`config.mk`:
```
export PLATFORM = sky130hd
export DESIGN_NAME = cnt_chain
export DESIGN_NICKNAME = d
export VERILOG_FILES = /design/src/rtl/cnt_pkg.sv /design/src/rtl/cnt_stage.sv /design/src/rtl/cnt_mod_detect.sv /design/src/rtl/cnt_chain.sv
export SDC_FILE = /design/constraint.sdc
export NUM_CORES = 1
export LEC_CHECK = 0
export ABC_AREA = 1
export BUFFER_PORTS_ARGS = -buffer_cell sky130_fd_sc_hd__buf_2
export CORE_UTILIZATION = 42
export DETAILED_ROUTE_END_ITERATION = 10
export GPL_TIMING_DRIVEN = 0
export PLACE_DENSITY = 0.73
export SLEW_MARGIN = 20
export SYNTH_ARGS = -nofsm -noshare
export SYNTH_HDL_FRONTEND = slang
export SYNTH_HIERARCHICAL = 1
export SYNTH_SLANG_ARGS = --single-unit
export TNS_END_PERCENT = 1
```
`constraint.sdc`:
```
create_clock -name clk -period 1.52 [get_ports clk]
set_input_delay 0.456 -clock clk [delete_from_list [all_inputs] [get_ports clk]]
set_output_delay 0.456 -clock clk [all_outputs]
set_load 0.1 [all_outputs]
```
`src/rtl/cnt_pkg.sv`:
```
package cnt_pkg;

    // Operation chosen for one clock edge, highest priority first in pick_op.
    typedef enum logic [1:0] {
        OP_HOLD  = 2'd0,
        OP_COUNT = 2'd1,
        OP_LOAD  = 2'd2,
        OP_CLEAR = 2'd3
    } cnt_op_e;

    // Control bundle handed to each stage.
    typedef struct packed {
        logic clr_n;
        logic load_n;
        logic en_p;
        logic en_t;
    } cnt_ctrl_t;

    function automatic cnt_op_e pick_op(input logic init, input cnt_ctrl_t c);
        if (init || !c.clr_n)
            return OP_CLEAR;
        else if (!c.load_n)
            return OP_LOAD;
        else if (c.en_p && c.en_t)
            return OP_COUNT;
        else
            return OP_HOLD;
    endfunction

    function automatic logic step_taken(input cnt_ctrl_t c);
        return c.clr_n && c.load_n && c.en_p && c.en_t;
    endfunction

endpackage

```
`src/rtl/cnt_stage.sv`:
```
module cnt_stage
    import cnt_pkg::*;
#(
    parameter int W = 4
) (
    input  logic         clk,
    input  logic         rst,
    input  cnt_ctrl_t    ctrl,
    input  logic [W-1:0] d,
    output logic [W-1:0] q,
    output logic         tc
);

    localparam logic [W-1:0] ONE = W'(1);

    cnt_op_e op;

    always_comb op = pick_op(rst, ctrl);

    always_ff @(posedge clk) begin
        case (op)
            OP_CLEAR: q <= '0;
            OP_LOAD:  q <= d;
            OP_COUNT: q <= q + ONE;
            default:  q <= q;
        endcase
    end

    // Look-ahead terminal count: gated only by the trickle enable.
    always_comb tc = ctrl.en_t && (&q);


    init_zero_chk: assert property (@(posedge clk) rst |=> (q == '0));


    clear_zero_chk: assert property (@(posedge clk) disable iff (rst)
        !ctrl.clr_n |=> (q == '0));


    load_take_chk: assert property (@(posedge clk) disable iff (rst)
        (ctrl.clr_n && !ctrl.load_n) |=> (q == $past(d)));


    count_step_chk: assert property (@(posedge clk) disable iff (rst)
        step_taken(ctrl) |=> (q == $past(q) + ONE));


    hold_keep_chk: assert property (@(posedge clk) disable iff (rst)
        (ctrl.clr_n && ctrl.load_n && !(ctrl.en_p && ctrl.en_t)) |=> $stable(q));

endmodule

```
`src/rtl/cnt_mod_detect.sv`:
```
module cnt_mod_detect
    import cnt_pkg::*;
#(
    parameter int W       = 4,
    parameter int MODULUS = 2
) (
    input  logic         clk,
    input  logic         rst,
    input  cnt_ctrl_t    ctrl,
    input  logic [W-1:0] count,
    output logic         at_last,
    output logic         wrap_clr
);

    localparam logic [W-1:0] LAST = W'(MODULUS - 1);

    always_comb begin
        at_last  = (count == LAST);
        wrap_clr = at_last && step_taken(ctrl);
    end


    mod_wrap_chk: assert property (@(posedge clk) disable iff (rst)
        (at_last && ctrl.clr_n && ctrl.load_n && ctrl.en_p && ctrl.en_t) |=> (count == '0));


    mod_hold_chk: assert property (@(posedge clk) disable iff (rst)
        (at_last && ctrl.clr_n && ctrl.load_n && !(ctrl.en_p && ctrl.en_t)) |=> (count == LAST));

endmodule

```
`src/rtl/cnt_chain.sv`:
```
module cnt_chain
    import cnt_pkg::*;
#(
    parameter int STAGES  = 2,
    parameter int STAGE_W = 4,
    parameter int MODULUS = 0
) (
    input  logic                        clk,
    input  logic                        rst,
    input  logic                        clr_n,
    input  logic                        load_n,
    input  logic                        cnt_en_p,
    input  logic                        cnt_en_t,
    input  logic [STAGES*STAGE_W-1:0]   load_val,
    output logic [STAGES*STAGE_W-1:0]   count,
    output logic                        carry_out
);

    localparam int TOT_W = STAGES * STAGE_W;

    logic [STAGES:0] t_chain;
    logic            eff_clr_n;
    cnt_ctrl_t       top_ctrl;

    always_comb begin
        top_ctrl.clr_n  = clr_n;
        top_ctrl.load_n = load_n;
        top_ctrl.en_p   = cnt_en_p;
        top_ctrl.en_t   = cnt_en_t;
    end

    assign t_chain[0] = cnt_en_t;

    for (genvar i = 0; i < STAGES; i++) begin : g_stage
        cnt_ctrl_t s_ctrl;
        always_comb begin
            s_ctrl.clr_n  = eff_clr_n;
            s_ctrl.load_n = load_n;
            s_ctrl.en_p   = cnt_en_p;
            s_ctrl.en_t   = t_chain[i];
        end
        cnt_stage #(.W(STAGE_W)) u_stage (
            .clk  (clk),
            .rst  (rst),
            .ctrl (s_ctrl),
            .d    (load_val[i*STAGE_W +: STAGE_W]),
            .q    (count[i*STAGE_W +: STAGE_W]),
            .tc   (t_chain[i+1])
        );
    end

    if (MODULUS > 0) begin : g_mod
        logic at_last;
        logic wrap_clr;
        cnt_mod_detect #(.W(TOT_W), .MODULUS(MODULUS)) u_detect (
            .clk      (clk),
            .rst      (rst),
            .ctrl     (top_ctrl),
            .count    (count),
            .at_last  (at_last),
            .wrap_clr (wrap_clr)
        );
        always_comb begin
            eff_clr_n = clr_n && !wrap_clr;
            carry_out = cnt_en_t && at_last;
        end
    end else begin : g_bin
        always_comb begin
            eff_clr_n = clr_n;
            carry_out = t_chain[STAGES];
        end


        bin_wrap_chk: assert property (@(posedge clk) disable iff (rst)
            (step_taken(top_ctrl) && (&count)) |=> (count == '0));
    end

endmodule

```
==> summary by stage <==
Run status
The flow ran to the end, but the final reports show violations. The checks that failed: negative setup slack.

Power
The power density over the cells is 670 mW/mm^2. The leakage power figure is 0.404 nW. The analysis attributes to net switching a power of 0.000195 W. Per report_power, the sequential group accounts for 44.8% of the total.

The worst ir drop on vdd is 0.549 mV. The internal power of the cells totals 0.000389 W. The fraction of power consumed by combinational cells is 28.1%.

The share of power burned in the clock network is 27.1%. The switching fraction of total power is 33.4%.

Timing
At the pin with the least slew margin, the transition time is 485 ps. Clock skew on the completed layout was measured at 1.47 ps. Setup repair after global routing could not meet its margin everywhere. Static timing analysis puts the maximum clock frequency at 0.550 GHz. Subtracting the final worst setup slack from the clock period gives 1820 ps.

The number of max-slew violations in the final report came to 0. The final-layout worst hold slack is 535 ps. Setup slack on the critical path of the routed design comes to -299 ps.

The max-slew headroom at the worst pin is 67.9%. The number of endpoints with negative hold slack in the final report is 0. In the finished design, the share of the clock period the worst path needs comes to 120%. Setup violations remaining at the end of the flow were counted as 12.

CTS
The clock net in this run drives a total of 8 sinks. The number of clock buffers added by TritonCTS is 3. The clock transition at the registers of the reported paths is 50 ps. The tree is rooted in a sky130_fd_sc_hd__clkbuf_4. For this design, the CTS-stage hold fixing added 0 buffers. The longest clock path from root to sink contains 2 buffers. The insertion delay to the later sink of the worst-skew pair is 250 ps. The deepest level of the CTS H-tree is 1. TritonCTS built the clock tree.

Hold path
The type of the most critical hold path is in2reg. The startpoint of the tightest hold check path is load_val[4]. The hold-critical path endpoint is g_stage[1].u_stage/q[0]. The worst hold path depth is 3.

Cells and area
The antenna diode count is 0. Cells fill 66.1% of the core in the end. The number of flip-flops in the largest register is 8. Leaving out fill and tap cells, the most frequent cells in the layout are sky130_fd_sc_hd__buf_2 (16), sky130_fd_sc_hd__nand2_1 (14), sky130_fd_sc_hd__nand3_1 (8), sky130_fd_sc_hd__edfxtp_1 (8), sky130_fd_sc_hd__inv_1 (7). The number of fill cells in the layout is 113.

The finished cells cover 871 sq um. In the final layout, the multi-input gates occupy 365 sq um. After the last flow step, the layout net total stands at 126. The fraction of layout cells with a size suffix above 1 is 47.1%. Relative to the synthesized area, the layout overhead comes to 45.0%. The sequential cell area is 240 sq um.

The library cell used most frequently in the layout, excluding fill and tap cells, is sky130_fd_sc_hd__buf_2. In the final layout, the registers with the most flip-flops are g_stage.u_stage/q x8. The most flop-heavy register is g_stage.u_stage/q.

GRT
The overall routing resource usage is 22.7%. The total grt overflow is 0. The first global-routing pass estimated 2.24 mm of wire. The largest net degree at the start of global routing is 6.

The number of antenna violations at the first check in global routing is 0. The via count of the first global-routing pass came to 511.

Floorplan
The die is 39.8 um wide. The starting density of the core is 45.6%. The die covers 0.00159 sq mm.

The placeable core area is 0.00132 sq mm. The count of standard-cell rows is 13. The vertical die dimension is 39.8 um. The number of top-level pins is 23.

Critical path
Counting both buffers and inverters, the worst setup path holds a total of 1. The worst-path maximum fanout is 2. The worst flop-to-flop path startpoint is g_stage[0].u_stage/q[0]. The worst register-to-register path ends at g_stage[1].u_stage/q[0].

The largest individual stage delay along the critical path comes from the cell sky130_fd_sc_hd__edfxtp_1. The data arrival time of the critical path is 1360 ps. The register-to-register path setup slack is -200 ps. Walking the worst path, the cells encountered are ha_2 -> nand2_2 -> nor2_4 -> nand2_2 -> nor2_4 -> buf_12. The kind of start point of the critical path is a flip-flop.

The endpoint required time on the critical path is 1060 ps. The cell family contributing the most delay on the critical path is simple AND/OR/NAND/NOR gates. The kind of end point of the critical path is an output port.

The worst-case reg-to-reg path depth is 10. The category of the critical setup timing path is reg2out. In this design, the stage delay of the slowest critical-path cell is 360 ps.

Synthesis
The number of distinct library cell variants in the gate-level netlist after synthesis is 12. The sequential cell area fraction in the yosys report is 40.0%. The number of nets in the synthesized netlist is 96. In the synthesized netlist, the number of instances is 74. Counting flops and latches in the post-synthesis netlist gives 8.

The warning count from the yosys run is 6. The synthesized area is 601 sq um. A synthesized cell averages 8.12 sq um.

Job
The total of max-cap violations is 0.

Route
The per-cell via count in the routed design is 5.20. Wires add up to 1.49 mm. The number of nets still failing antenna checks after routing is 0. For this run, design rule violations remaining after detail routing come to 0. The first-iteration detailed-routing DRC count is 23.

The first-pass iteration count of the detailed router is 4. The number of vias after detailed routing is 608. The detail-routed net length per standard cell is 12.8 um.

Placed design
The placed instances occupy a cell area of 737 sq um. At the end of routability-driven placement, the weighted congestion stood at 0.846. The count of port buffers added during placement is 22. Detailed placement ended at an HPWL of 958 um.
-- power by group through the flow --
| stage | registers, W | logic (W) | clock network [W] |
|---|---|---|---|
| after CTS | 0.000261 | 0.000153 | 0.000166 |
| after global routing | 0.000262 | 0.000175 | 0.000181 |
| final | 0.000261 | 0.000164 | 0.000158 |
| after global placement | 0.000266 | 0.000139 | 0 |
| after detailed placement | 0.000266 | 0.000140 | 0 |
| after floorplan | 0.000330 | 0.0000403 | 0 |
-- routing by layer --
| layer | vias to the layer above | share of wire, % | global-route usage, % |
|---|---|---|---|
| li1 | 306 | - | - |
| met1 | 282 | 45 | 27.4 |
| met2 | 20 | 52 | 37.7 |
| met3 | 0 | 2.9 | 5.11 |
| met4 | 0 | 0 | 10.3 |
| met5 | - | 0 | 0 |
-- kinds of logic (layout without fill, tap and decap cells) --
| group | Yosys count | count (layout) | share of synthesized area, % |
|---|---|---|---|
| DFF | 8 | 8 | 40.0 |
| adders and majority gates | 8 | 8 | 16.7 |
| and+or+nand+nor | 36 | 36 | 25.4 |
| buffers and inverters | 14 | 42 | 8.75 |
| AOI/OAI and AO/OA | 8 | 8 | 9.17 |
-- final cells by class --
type / instances / area share (%)
multi-input combinational: 52 / 42.0
sequential: 8 / 27.6
timing repair buffer: 25 / 19.3
inverter: 14 / 6.47
clock buffer: 3 / 2.59
tap: 15 / 2.16
-- worst max path at each step --
stage	startpoint	endpoint	slack (ps)	cells past startpoint
after floorplan	g_stage[0].u_stage/q[0]	carry_out	-1050	5
after global placement	g_stage[0].u_stage/q[0]	carry_out	-400	6
after detailed placement	g_stage[0].u_stage/q[0]	carry_out	-420	6
after CTS	g_stage[0].u_stage/q[0]	carry_out	-280	6
after global routing	g_stage[0].u_stage/q[0]	carry_out	-370	6
final	g_stage[0].u_stage/q[0]	carry_out	-300	6
-- through the flow --
| step | setup slack [ps] | power [W] | setup TNS (ps) | std cells |
|---|---|---|---|---|
| floorplan | -1050 | 0.000371 | -7990 | 74 |
| global placement | -398 | 0.000405 | -2430 | 111 |
| detailed placement | -417 | 0.000407 | -2650 | 111 |
| CTS | -282 | 0.000580 | -1300 | 117 |
| global route | -369 | 0.000618 | -2240 | 117 |
| finish | -299 | 0.000584 | -1340 | 117 |
-- what timing repair did --
item / in CTS / in global routing
endpoints found under the setup margin: 17 / 15
buffers inserted: 3 / 0
resized for setup: 20 / 8
pin swaps: 5 / 0
-- cells in the mapped netlist --
cell                        number  area (sq um)
sky130_fd_sc_hd__a21oi_1         4          20.0
sky130_fd_sc_hd__a21oi_2         2          17.5
sky130_fd_sc_hd__a2bb2oi_1       2          17.5
sky130_fd_sc_hd__clkinv_1        2          7.51
sky130_fd_sc_hd__edfxtp_1        8           240
sky130_fd_sc_hd__ha_1            8           100
sky130_fd_sc_hd__inv_1          10          37.5
sky130_fd_sc_hd__inv_2           2          7.51
sky130_fd_sc_hd__nand2_1        16          60.1
sky130_fd_sc_hd__nand3_1        10          50.1
sky130_fd_sc_hd__nand4_1         2          12.5
sky130_fd_sc_hd__nor2_1          8          30.0
-- worst reg2reg max path: stages, from the launching register on --
cell and delay (ps):
sky130_fd_sc_hd__edfxtp_1 410, sky130_fd_sc_hd__ha_2 200, sky130_fd_sc_hd__nand2_2 80, sky130_fd_sc_hd__nor2_4 50, sky130_fd_sc_hd__buf_4 130, sky130_fd_sc_hd__nand3_2 60, sky130_fd_sc_hd__nand3_2 70, sky130_fd_sc_hd__ha_2 200
sky130_fd_sc_hd__inv_2 60, sky130_fd_sc_hd__a2bb2oi_1 150, sky130_fd_sc_hd__nor2_1 50
Power figures use the tool's default switching activity.
